$ cat config.mk
export PLATFORM = sky130hd
export DESIGN_NAME = spi_port
export DESIGN_NICKNAME = d
export VERILOG_FILES = /design/src/rtl/spi_port_pkg.sv /design/src/rtl/spi_port_ctrl.sv /design/src/rtl/spi_port_dp.sv /design/src/rtl/spi_port.sv
export SDC_FILE = /design/constraint.sdc
export NUM_CORES = 1
export LEC_CHECK = 0
export ABC_AREA = 1
export BUFFER_PORTS_ARGS = -buffer_cell sky130_fd_sc_hd__buf_2
export CAP_MARGIN = 20
export CORE_ASPECT_RATIO = 0.6
export CORE_MARGIN = 2
export CORE_UTILIZATION = 45
export DETAILED_ROUTE_END_ITERATION = 6
export GPL_TIMING_DRIVEN = 0
export PLACE_DENSITY = 0.61
export SYNTH_ARGS = -nofsm -noshare
export SYNTH_HDL_FRONTEND = slang
export SYNTH_SLANG_ARGS = --single-unit
$ cat constraint.sdc
create_clock -name clk -period 2.1 [get_ports clk]
set_input_delay 0.315 -clock clk [delete_from_list [all_inputs] [get_ports clk]]
set_output_delay 0.315 -clock clk [all_outputs]
set_load 0.01 [all_outputs]
$ cat src/rtl/spi_port_pkg.sv
package spi_port_pkg;
  typedef struct packed {
    logic load;    // capture txByte into the shifter
    logic sample;  // shift the input line into the receive register
    logic shift;   // advance the transmit shifter
  } dpStrobe_t;

  localparam logic ADDR_DIVISOR = 1'b0;
  localparam logic ADDR_CONTROL = 1'b1;
endpackage

$ cat src/rtl/spi_port_ctrl.sv
module spi_port_ctrl
  import spi_port_pkg::*;
#(
  parameter int DIV_W   = 16,
  parameter int DATA_W  = 8,
  parameter int NUM_SEL = 3
) (
  input  logic               clk,
  input  logic               rstN,
  input  logic               wrEn,
  input  logic               wrAddr,
  input  logic [DIV_W-1:0]   wrData,
  input  logic               txValid,
  input  logic               ssInN,
  input  logic               sckIn,
  output dpStrobe_t          strobe,
  output logic               isMaster,
  output logic               busy,
  output logic               done,
  output logic               sckOut,
  output logic [NUM_SEL-1:0] selN
);
  localparam int SEL_W = $clog2(NUM_SEL + 1);
  localparam int EDGES = 2 * DATA_W;
  localparam int CNT_W = $clog2(EDGES + 2);
  localparam logic [CNT_W-1:0] EDGE_WORD = CNT_W'(EDGES);
  localparam logic [CNT_W-1:0] EDGE_TAIL = CNT_W'(EDGES + 1);
  localparam logic [DIV_W-1:0] DIV_MIN   = DIV_W'(2);

  logic [DIV_W-1:0] divReg, halfCnt;
  logic             cpol, cpha, masterMode;
  logic [SEL_W-1:0] selIdx;
  logic [1:0]       ssPipe, sckPipe;
  logic             ssPrev, sckPrev;
  logic             running, sckReg, doneReg;
  logic [CNT_W-1:0] edgeCnt, nextEdge;
  logic             ssSync, sckSync, startM, ssFall, slaveAct;
  logic             tick, evt, inWord, lastM, lastS;

  always_comb begin
    ssSync   = ssPipe[1];
    sckSync  = sckPipe[1];
    startM   = masterMode && txValid && !running;
    ssFall   = !masterMode && ssPrev && !ssSync;
    slaveAct = !masterMode && !ssSync;
    tick     = running && (halfCnt == '0);
    evt      = masterMode ? tick : (slaveAct && !ssFall && (sckSync != sckPrev));
    nextEdge = edgeCnt + 1'b1;
    inWord   = nextEdge <= EDGE_WORD;
    lastM    = tick && (nextEdge == EDGE_TAIL);
    lastS    = evt && !masterMode && (nextEdge == EDGE_WORD);
    strobe.load   = startM || ssFall;
    strobe.sample = evt && inWord && (cpha ? !nextEdge[0] : nextEdge[0]);
    strobe.shift  = evt && inWord &&
                    (cpha ? (nextEdge[0] && (nextEdge != CNT_W'(1))) : !nextEdge[0]);
  end

  // configuration registers
  always_ff @(posedge clk or negedge rstN) begin
    if (!rstN) begin
      divReg     <= DIV_MIN;
      cpol       <= 1'b0;
      cpha       <= 1'b0;
      masterMode <= 1'b0;
      selIdx     <= '0;
    end else if (wrEn) begin
      if (wrAddr == ADDR_DIVISOR) begin
        divReg <= (wrData < DIV_MIN) ? DIV_MIN : wrData;
      end else begin
        cpol       <= wrData[0];
        cpha       <= wrData[1];
        masterMode <= wrData[2];
        selIdx     <= wrData[3 +: SEL_W];
      end
    end
  end

  // two-flop synchronizers for the slave-side inputs
  always_ff @(posedge clk or negedge rstN) begin
    if (!rstN) begin
      ssPipe  <= 2'b11;
      sckPipe <= 2'b00;
      ssPrev  <= 1'b1;
      sckPrev <= 1'b0;
    end else begin
      ssPipe  <= {ssPipe[0], ssInN};
      sckPipe <= {sckPipe[0], sckIn};
      ssPrev  <= ssSync;
      sckPrev <= sckSync;
    end
  end

  // transfer sequencing
  always_ff @(posedge clk or negedge rstN) begin
    if (!rstN) begin
      running <= 1'b0;
      halfCnt <= '0;
      edgeCnt <= '0;
      sckReg  <= 1'b0;
      doneReg <= 1'b0;
    end else begin
      doneReg <= lastM || lastS;
      if (startM) begin
        running <= 1'b1;
        halfCnt <= divReg - 1'b1;
      end else if (tick) begin
        halfCnt <= divReg - 1'b1;
        if (lastM) running <= 1'b0;
      end else if (running) begin
        halfCnt <= halfCnt - 1'b1;
      end
      if (strobe.load) edgeCnt <= '0;
      else if (evt)    edgeCnt <= nextEdge;
      if (!running)             sckReg <= cpol;
      else if (tick && inWord)  sckReg <= ~sckReg;
    end
  end

  for (genvar i = 0; i < NUM_SEL; i++) begin : gSel
    assign selN[i] = !(running && (selIdx == SEL_W'(i)));
  end

  assign isMaster = masterMode;
  assign busy     = running || slaveAct;
  assign done     = doneReg;
  assign sckOut   = sckReg;
endmodule

$ cat src/rtl/spi_port_dp.sv
module spi_port_dp
  import spi_port_pkg::*;
#(
  parameter int DATA_W = 8
) (
  input  logic              clk,
  input  logic              rstN,
  input  dpStrobe_t         strobe,
  input  logic              isMaster,
  input  logic [DATA_W-1:0] txByte,
  input  logic              misoIn,
  input  logic              mosiIn,
  output logic              mosiOut,
  output logic              misoOut,
  output logic [DATA_W-1:0] rxByte
);
  logic [DATA_W-1:0] txSr, rxSr;
  logic              inBit;

  assign inBit = isMaster ? misoIn : mosiIn;

  always_ff @(posedge clk or negedge rstN) begin
    if (!rstN) begin
      txSr <= '0;
      rxSr <= '0;
    end else begin
      if (strobe.load)       txSr <= txByte;
      else if (strobe.shift) txSr <= {txSr[DATA_W-2:0], 1'b0};
      if (strobe.sample)     rxSr <= {rxSr[DATA_W-2:0], inBit};
    end
  end

  assign mosiOut = txSr[DATA_W-1];
  assign misoOut = txSr[DATA_W-1];
  assign rxByte  = rxSr;
endmodule

$ cat src/rtl/spi_port.sv
module spi_port
  import spi_port_pkg::*;
#(
  parameter int DIV_W   = 16,
  parameter int DATA_W  = 8,
  parameter int NUM_SEL = 3
) (
  input  logic               clk,
  input  logic               rstN,
  input  logic               wrEn,
  input  logic               wrAddr,
  input  logic [DIV_W-1:0]   wrData,
  input  logic               txValid,
  input  logic [DATA_W-1:0]  txByte,
  output logic               busy,
  output logic               done,
  output logic [DATA_W-1:0]  rxByte,
  output logic               sckOut,
  output logic               mosiOut,
  input  logic               misoIn,
  output logic [NUM_SEL-1:0] selN,
  input  logic               ssInN,
  input  logic               sckIn,
  input  logic               mosiIn,
  output logic               misoOut
);
  dpStrobe_t strobe;
  logic      isMaster;

  spi_port_ctrl #(.DIV_W(DIV_W), .DATA_W(DATA_W), .NUM_SEL(NUM_SEL)) uCtrl (
    .clk(clk), .rstN(rstN), .wrEn(wrEn), .wrAddr(wrAddr), .wrData(wrData),
    .txValid(txValid), .ssInN(ssInN), .sckIn(sckIn), .strobe(strobe),
    .isMaster(isMaster), .busy(busy), .done(done), .sckOut(sckOut), .selN(selN)
  );

  spi_port_dp #(.DATA_W(DATA_W)) uDp (
    .clk(clk), .rstN(rstN), .strobe(strobe), .isMaster(isMaster),
    .txByte(txByte), .misoIn(misoIn), .mosiIn(mosiIn),
    .mosiOut(mosiOut), .misoOut(misoOut), .rxByte(rxByte)
  );
endmodule

== After elaboration in Yosys (flattened, before gate mapping) ==
Index checks and enable logic that the tools add are counted.

* Input port bits: 33
* Word-level logic and storage cells: 87
* Output and inout bits: 16
* Bits in registers: 67

* Bitwise gates (word level): 2
* Reduce and logical (&&, ||, !) cells: 40
* Equality and inequality tests: 7
* Multiplexer cells: 17
* Add/subtract/negate cells: 3
* Magnitude comparators: 2

{| class="wikitable"
|+ Operators by type and width
! cell !! number
|-
| $mux 16 || 4
|-
| $sub 16x1->16 const B || 2
|-
| $logic_and 1x1->1 || 19
|-
| $logic_not 16->1 || 1
|-
| $lt 16x2->1 const B || 1
|-
| $mux 8 || 2
|-
| $eq 5x5->1 const B || 2
|-
| $mux 5 || 2
|-
| $mux 1 || 9
|-
| $logic_not 1->1 || 8
|-
| $reduce_bool 2->1 || 4
|-
| $reduce_and 2->1 || 3
|-
| $add 5x1->5 const B || 1
|-
| $le 5x5->1 const B || 1
|-
| $ne 5x1->1 const B || 1
|-
| $logic_or 1x1->1 || 3
|-
| $reduce_bool 3->1 || 1
|-
| $eq 2x1->1 const B || 1
|-
| $eq 2x2->1 const B || 1
|-
| $logic_not 2->1 || 1
|-
| $ne 2x2->1 const B || 1
|-
| $not 1->1 || 2
|-
| $ne 1x1->1 || 1
|}

== Depth between registers and ports, before layout ==
Gate-level depths: netlist of run 1.

* Depth in word-level cells: 11
* Gate-level depth with buffers: 12
* Depth with buffers taken out: 12

== By module ==
From an unflattened synthesis of run 1, not the netlist that was laid out.

* Cell total of the unflattened synthesis: 523
* Area total of the unflattened synthesis: 3826.2 um2

{| class="wikitable"
|+ Modules (own cells, without submodules)
! module !! seq. area each (um2) !! times used !! cells each !! area an instance (um2)
|-
| spi_port_ctrl || 1281.2 || 1 || 443 || 3124.2
|-
| spi_port_dp || 400.4 || 1 || 80 || 701.9
|}

== Worst setup path before layout of run 1 ==
No wires, ideal clock.

* Path type: flip-flop to flip-flop
* Start point: register uCtrl.halfCnt[0]
* End point: register uDp.rxSr[1], in the netlist uDp.rxByte[1]
* Cell stages (with the launch flop): 11
* Data arrival time: 1.464 ns
* Path buffers: 1
* Setup slack: 0.519 ns
* Data required time: 1.982 ns
* Setup time: 0.118 ns
* Period minus slack after synthesis: 1.581 ns
* Path through: dfrtp_1 -> inv_1 -> ha_1 -> nand3_1 -> nor2_2 -> nand3_1 -> nand2_4 -> nand3_4 -> buf_6 -> nand2_1 -> o21ai_2

* Longest elaborated chain between the ends: 5

{| class="wikitable"
|+ RTL lines
! what !! RTL line !! text
|-
| start, declared || spi_port_ctrl.sv:30 || <nowiki>logic [DIV_W-1:0] divReg, halfCnt;</nowiki>
|-
| start signal, assigned || spi_port_ctrl.sv:105 || <nowiki>halfCnt <= divReg - 1'b1;</nowiki>
|-
| start signal, assigned || spi_port_ctrl.sv:107 || <nowiki>halfCnt <= divReg - 1'b1;</nowiki>
|-
| start signal, assigned || spi_port_ctrl.sv:110 || <nowiki>halfCnt <= halfCnt - 1'b1;</nowiki>
|-
| $logic_not 16->1 || spi_port_ctrl.sv:46 || <nowiki>tick = running && (halfCnt == '0);</nowiki>
|-
| $logic_and 1x1->1 || spi_port_ctrl.sv:46 ||
|-
| $mux 1 || spi_port_ctrl.sv:47 || <nowiki>evt = masterMode ? tick : (slaveAct && !ssFall && (sckSync != sckPrev));</nowiki>
|-
| $logic_and 1x1->1 (2 in a row) || spi_port_ctrl.sv:53 || <nowiki>strobe.sample = evt && inWord && (cpha ? !nextEdge[0] : nextEdge[0]);</nowiki>
|-
| end signal, assigned || spi_port_dp.sv:29 || <nowiki>if (strobe.sample) rxSr <= {rxSr[DATA_W-2:0], inBit};</nowiki>
|-
| end, declared || spi_port_dp.sv:17 || <nowiki>logic [DATA_W-1:0] txSr, rxSr;</nowiki>
|}

Every way passes these cells.
A chain may end at the register's enable or synchronous reset.

== Final worst setup path of run 1 ==
* Start point: register uCtrl.running
* End point: output selN[0]

* Longest elaborated chain between the ends: 2

{| class="wikitable"
|+ RTL lines
! what !! RTL line !! text
|-
| start, declared || spi_port_ctrl.sv:35 || <nowiki>logic running, sckReg, doneReg;</nowiki>
|-
| start signal, assigned || spi_port_ctrl.sv:96 || <nowiki>running <= 1'b0;</nowiki>
|-
| start signal, assigned || spi_port_ctrl.sv:104 || <nowiki>running <= 1'b1;</nowiki>
|-
| start signal, assigned || spi_port_ctrl.sv:108 || <nowiki>if (lastM) running <= 1'b0;</nowiki>
|-
| $logic_and 1x1->1 || spi_port_ctrl.sv:120 || <nowiki>assign selN[i] = !(running && (selIdx == SEL_W'(i)));</nowiki>
|-
| $logic_not 1->1 || spi_port_ctrl.sv:120 ||
|-
| end, declared || spi_port.sv:21 || <nowiki>output logic [NUM_SEL-1:0] selN,</nowiki>
|}

Every way passes these cells.

==> impl_results.md, run 1 <==
* Mean post-synth cell area at 7.47 um2
* Share of layout cells above drive strength 1 at 17.4%
* Largest net degree at the start of global routing at 68
* Clock Root Buffer: clkbuf_16
* Die Wd at 121 um
* Synthesized Nets at 537
* Distinct cells, synth at 33
* Tightest Pin Transition at 0.854 ns
* Setup crit end: selN[0]
* Placed cells at 655
* Post-synthesis sequential area ratio at 45.1%
* Power share of the clock group at 37.5%
* Post-Route WL at 8900 um
* GRT Overall Usage at 21.1%
* Top cells by area, synth: dfrtp_1 42%, nand2_1 17%, nor2_1 5.5%, nand3_1 5.1%, inv_1 5.0%
* Crit path DAT at 1.58 ns
* Final Cycle Share at 90.4%
* Final HPWL DP at 6550 um
* Pre-Repair DR Iteration Count at 4
* Cells after synthesis at 499
* Post-route ant nets at 0
* Vias per cell at 4.93
* Worst-path cell chain: clkbuf_1 > nand3_1 > buf_2
* Unrepaired setup endpoints after global routing: no
* Status: finished, final reports clean
* DRT iter0 DRCs at 222
* CTS H-tree lvls at 3
* Core area at 7950 um2
* Max-slew violations at 0
* Clk_lat worst skew at 0.34 ns
* Clk_skew at 0.00488 ns
* Setup-failing EPs final at 0
* Routed length per instance at 13.3 um
* Vias at 3307
* Max-Cap Viols at 0
* Hold Buf Count CTS at 0
* Leakage power at 2.17 nW
* Boundary Pins at 49
* Hold slack at 0.0824 ns
* RR Endpoint: uCtrl.halfCnt[13]
* Placer Congestion at 0.858
* Row Count at 25
* Setup_tns at 0 ns
* Reg2reg path depth at 9
* Worst Setup SP: uCtrl.running
* Initial antenna violation count at 0
* Register share of total power at 42.2%
* Crit end category: primary output
* Count leader, synth: nand2_1
* EDFF count, synth at 0
* Vias in the first global route at 2932
* Sw power at 1.23 mW
* Clock buffer count from CTS at 9
* Yosys top cell area share at 42.3%
* Combinational Power Share at 20.3%
* Synth warnings at 0
* HP Class: input port to asynchronous set/reset pin
* Startpoint types: flop
* Initial Utilization at 46.9%
* Fin nets at 596
* R2R Setup Slk at 0.22 ns
* Post-Place Setup Slack at 0.250 ns
* Final worst slack at 0.201 ns
* Crit-path max cell delay at 0.49 ns
* Full die area at 9050 um2
* VDD IR-drop max at 0.000467 V
* PwrDens at 908 nW/um2
* Max Buffers Root-to-Sink at 2
* First-pass GRT wire length at 14500 um
* Slew Limit Headroom at 43.1%
* Mapped Area at 3730 um2
* Min cycle time layout at 1.90 ns
* TritonCTS clock tree: built
* Switch share at 30.8%
* Die Ht at 74.5 um
* Clock sinks at 67
* Slowest-stage cell, CP: dfrtp_1
* Synth cell count leaders: 169 x nand2_1, 63 x dfrtp_1, 55 x nor2_1
* Gr ovfl total at 0
* Setup Fix Bufs, Post-CTS at 0
* Post-CTS Resized at 0
* Final core utilization at 55.4%
* Synth area leader: dfrtp_1
* Main synth FF type: dfrtp_1
* Crit Path Category: flop to primary output
* Int Power at 2.76 mW
* Post-route DRC at 0
* RR Startpoint: uCtrl.halfCnt[5]
* Clock Pin Slew Worst Setup and Hold Paths at 0.05 ns
* # fillers at 815
* Post-route insts no fill at 671
* Post-synth ARST share at 100%
* Hold violation total from the final report at 0
* CP required at 1.78 ns
* Fmax at 527 MHz
* Worst-path maximum fanout at 10
* Layout area overhead at 18.1%
* Antenna diode count at 0
* IO buf count at 48
* Synthesized flop and latch total at 67
-- metal layers --
layer	global-route usage [%]	up-vias	wire length, um	share of wire, %
met2	27.7	90	3340	38
met3	6.67	11	571	6.4
met5	0	-	0	0
met1	33.2	1497	4900	55
li1	-	1709	-	-
met4	4.98	0	83	0.93
-- how the worst min path moves through the flow --
stage	to	slack [ns]	cells after the start
4_1_cts	uCtrl.ssPipe[0]	0.07	1
5_1_grt	uCtrl.ssPipe[0]	0.07	1
2_1_floorplan	uCtrl.cpha	0.02	0
3_5_place_dp	uCtrl.sckPipe[1]	0.33	0
3_3_place_gp	uCtrl.sckPipe[1]	0.33	0
6_report	uCtrl.halfCnt[13]	0.08	1
-- worst max-delay path: cells and delay by family (launching register included) --
kind / cells / cell delay (ns)
buffers and inverters: 2 / 0.62
flip-flops: 1 / 0.49
AND/OR/NAND/NOR: 1 / 0.14
-- sequential cells by signal, summed over array words and instances (netlist names), 2 cells and up --
name / count
uCtrl.divReg: 16
uCtrl.halfCnt: 16
uDp.rxByte: 8
uDp.txSr: 8
uCtrl.edgeCnt: 5
uCtrl.sckPipe: 2
uCtrl.selIdx: 2
uCtrl.ssPipe: 2
-- stage by stage --
step	power, mW	instance area, um2
finish	3.99	4400
global route	4.23	4400
CTS	4.05	4400
detailed placement	2.52	4100
global placement	2.49	4100
floorplan	2.23	3730
-- power by group through the flow --
| stage | sequential (mW) | combinational [mW] | clock [mW] |
|---|---|---|---|
| floorplan | 1.70 | 0.530 | 0 |
| global placement | 1.70 | 0.798 | 0 |
| detailed placement | 1.71 | 0.819 | 0 |
| CTS | 1.68 | 0.825 | 1.54 |
| global route | 1.72 | 0.929 | 1.59 |
| finish | 1.69 | 0.812 | 1.50 |
-- kinds of logic after synthesis --
logic type	after synthesis	share of synthesized area [%]
adder cells (fa/ha/maj)	5	1.68
XOR/XNOR	15	3.53
buffers and inverters	63	7.05
AND/OR/NAND/NOR	287	32.8
AO/OA/AOI/OAI	59	8.97
flip-flops	67	45.1
multiplexers	3	0.873
-- placed cells by master (no fill, tap or decap), types with 4 or more instances in the layout --
cell         n
nand2_1    169
dfrtp_1     63
nor2_1      55
inv_1       50
buf_2       50
nand3_1     38
o21ai_0     28
o21ai_1     11
xor2_1       9
clkbuf_16    9
a21oi_1      8
o21ai_2      7
nand4_1      6
xnor2_1      6
ha_1         5
nor2_2       4
clkbuf_1     4
dfstp_2      4
-- layout make-up --
type	count	area [um2]	share of cell area (%)
multi-input cells	369	1780	40.5
flip-flops and latches	67	1680	38.2
repair buffers	48	243	5.52
clock buffers	10	229	5.20
inverters	53	199	4.52
well taps	108	135	3.07
clock inverters	6	66.3	1.51
plain buffers	10	63.8	1.45
(Power assumes the default switching activity.)
==> run 2: changes to the inputs <==
- CORE_UTILIZATION: 45 -> 40
- CTS_CLUSTER_SIZE: not set -> 40
- PLACE_DENSITY: 0.61 -> 0.55
- clock period: 2.1 -> 1.9 ns (I/O delays scaled with it)
==> impl_results.md, run 2 (synthesis gave the netlist of run 1 again) <==
* Row Count at 27 (+8.0%)
* Routed length per instance at 13.4 um (+1.3%)
* CP required at 2.12 ns (+0.34 ns)
* TritonCTS clock tree: built
* Combinational Power Share at 21.0% (+0.7 points)
* Setup-failing EPs final at 0 (unchanged)
* Boundary Pins at 49 (unchanged)
* Largest net degree at the start of global routing at 68 (unchanged)
* Biggest regs: uCtrl.divReg: 16 flops, uCtrl.halfCnt: 16 flops
* Crit Path Category: flop to flop
* Final Cycle Share at 93.1%
* Slowest-stage cell, CP: dfrtp_1
* Clock buffer count from CTS at 9 (unchanged)
* Worst-path cell chain: nor2_2 > nand3_1 > nor2_2 > nand2_2 > nand2_4 > inv_2 > buf_6 > o21ai_1 > nand2_1
* Setup_tns at 0 ns (unchanged)
* Startpoint types: flop
* Critical Path Most Common Cell: nor2_2
* Crit path DAT at 1.99 ns (+0.41 ns)
* Max-slew violations at 0 (unchanged)
* Commonest cells after routing, fill and taps aside: 168 x nand2_1, 60 x dfrtp_1, 50 x buf_2
* Die Ht at 78.8 um (+5.7%)
* Pre-Repair DR Iteration Count at 5 (+1)
* Post-route ant nets at 0 (unchanged)
* Power share of the clock group at 36.7% (-0.8 points)
* Max-Cap Viols at 0 (unchanged)
* Post-Route WL at 9200 um (+3.4%)
* Tightest Pin Transition at 0.880 ns (+0.0255 ns)
* IO buf count at 48 (unchanged)
* Clk_skew at 0.00497 ns (+0.0000849 ns)
* Post-route DRC at 0 (unchanged)
* Clock Root Buffer: clkbuf_16
* Status: finished, final reports clean
* Die Wd at 129 um (+5.9%)
* Worst-path maximum fanout at 10 (unchanged)
* Switch share at 30.2% (-0.61 points)
* HP Class: input port to flop
* Layout area overhead at 21.3%
* PwrDens at 978 nW/um2 (+7.7%)
* Vias in the first global route at 3122 (+6.5%)
* Clock sinks at 67 (unchanged)
* DRT iter0 DRCs at 177 (-20%)
* Vias per cell at 4.89 (-0.77%)
* GRT Overall Usage at 19.8% (-1.3 points)
* Hold Buf Count CTS at 0 (unchanged)
* Unrepaired setup endpoints after global routing: no
* Post-route insts no fill at 685 (+2.1%)
* Min cycle time layout at 1.77 ns
* Fin nets at 602 (+1.0%)
* VDD IR-drop max at 0.000461 V (-1.4%)
* Core area at 9120 um2 (+15%)
* Placed cells at 663 (+1.2%)
* Sw power at 1.34 mW (+8.5%)
* Placer Congestion at 0.834 (-2.9%)
* Full die area at 10100 um2 (+12%)
* Crit-path max cell delay at 0.43 ns (-0.06 ns)
* Fmax at 565 MHz
* Initial Utilization at 40.9% (-6.0 points)
* Register share of total power at 42.3% (about the same)
* Vias at 3350 (+1.3%)
* Crit end category: flop
* CTS H-tree lvls at 3 (unchanged)
* Final HPWL DP at 6750 um (+3.1%)
* Antenna diode count at 0 (unchanged)
* Initial antenna violation count at 0 (unchanged)
* Share of layout cells above drive strength 1 at 21.3% (+3.9 points)
* Commonest non-fill, non-tap cell in the layout: nand2_1
* Clk_lat worst skew at 0.33 ns (about the same)
* Int Power at 3.08 mW (+12%)
* Gr ovfl total at 0 (unchanged)
* Hold violation total from the final report at 0 (unchanged)
* Clock Pin Slew Worst Setup and Hold Paths at 0.05 ns (about the same)
* Slew Limit Headroom at 41.4% (-1.7 points)
* Max Buffers Root-to-Sink at 2 (unchanged)
* Leakage power at 2.22 nW (+2.0%)
* First-pass GRT wire length at 15600 um (+7.6%)
-- run 2: changes by cell type in the layout (fill, tap and decap cells not counted), moves of 4 or more --
cell      before  now
clkbuf_8       0    4
nor2_2         4   11
buf_4          3    9
nor2_1        55   47
-- run 2: final cells by class --
type	count	area, um2
repair buffers	54	288
fillers	928	4600
flip-flops and latches	67	1690
plain buffers	10	65.1
clock inverters	1	5.00
inverters	53	199
clock buffers	15	288
multi-input cells	369	1840
well taps	116	145
-- run 2: worst max-delay path: cells and delay by family, from the launching register on --
family | cells | cell delay, ns
AOI/OAI and AO/OA | 1 | 0.12
DFF | 1 | 0.43
buffers and inverters | 2 | 0.27
and+or+nand+nor | 6 | 0.82
-- run 2: power groups by stage --
| stage | Sequential [mW] | Combinational, mW | Clock, mW |
|---|---|---|---|
| after floorplan | 1.88 | 0.586 | 0 |
| after global placement | 1.87 | 0.889 | 0 |
| after detailed placement | 1.88 | 0.906 | 0 |
| after CTS | 1.86 | 0.910 | 1.66 |
| after global routing | 1.90 | 1.09 | 1.72 |
| final | 1.87 | 0.930 | 1.62 |
-- run 2: timing repair --
action | in CTS | in global routing
gates resized for setup | 0 | 24
setup endpoints to repair | 0 | 35
buffers inserted | 0 | 6
-- run 2: final timing paths --
kind | to | slack, ns | start | cells past startpoint
max | uCtrl.halfCnt[2] | 0.13 | uCtrl.halfCnt[11] | 9
min in group asynchronous | uDp.rxByte[1] | 0.07 | rstN | 1
min reg2reg | uCtrl.sckPipe[1] | 0.36 | uCtrl.sckPipe[0] | 0
max in group asynchronous | uCtrl.edgeCnt[0] | 1.20 | rstN | 1
max reg2reg | uCtrl.halfCnt[2] | 0.13 | uCtrl.halfCnt[11] | 9
min | uCtrl.ssPipe[0] | 0.05 | ssInN | 1
-- run 2: routing by layer --
metal  routed length [um]  up-vias  track usage, %
li1                     -     1724               -
met1                 5230     1546            31.6
met2                 3540       70            26.3
met3                  341       10            4.85
met4                   90        0            4.78
met5                    0        -               0
-- run 2: metrics by stage --
stage                     total power [mW]  worst slack (ns)  area [um2]  utilization (%)  hold WS, ns
after CTS                             4.42           0.00270        4410             48.3       0.0398
after detailed placement              2.78            0.0407        4110             45.1        0.335
after global placement                2.76            0.0315        4110             45.1        0.333
after global routing                  4.71           0.00394        4520             49.5       0.0406
final                                 4.42             0.131        4520             49.5       0.0480
after floorplan                       2.46             0.319        3730                -      -0.0106
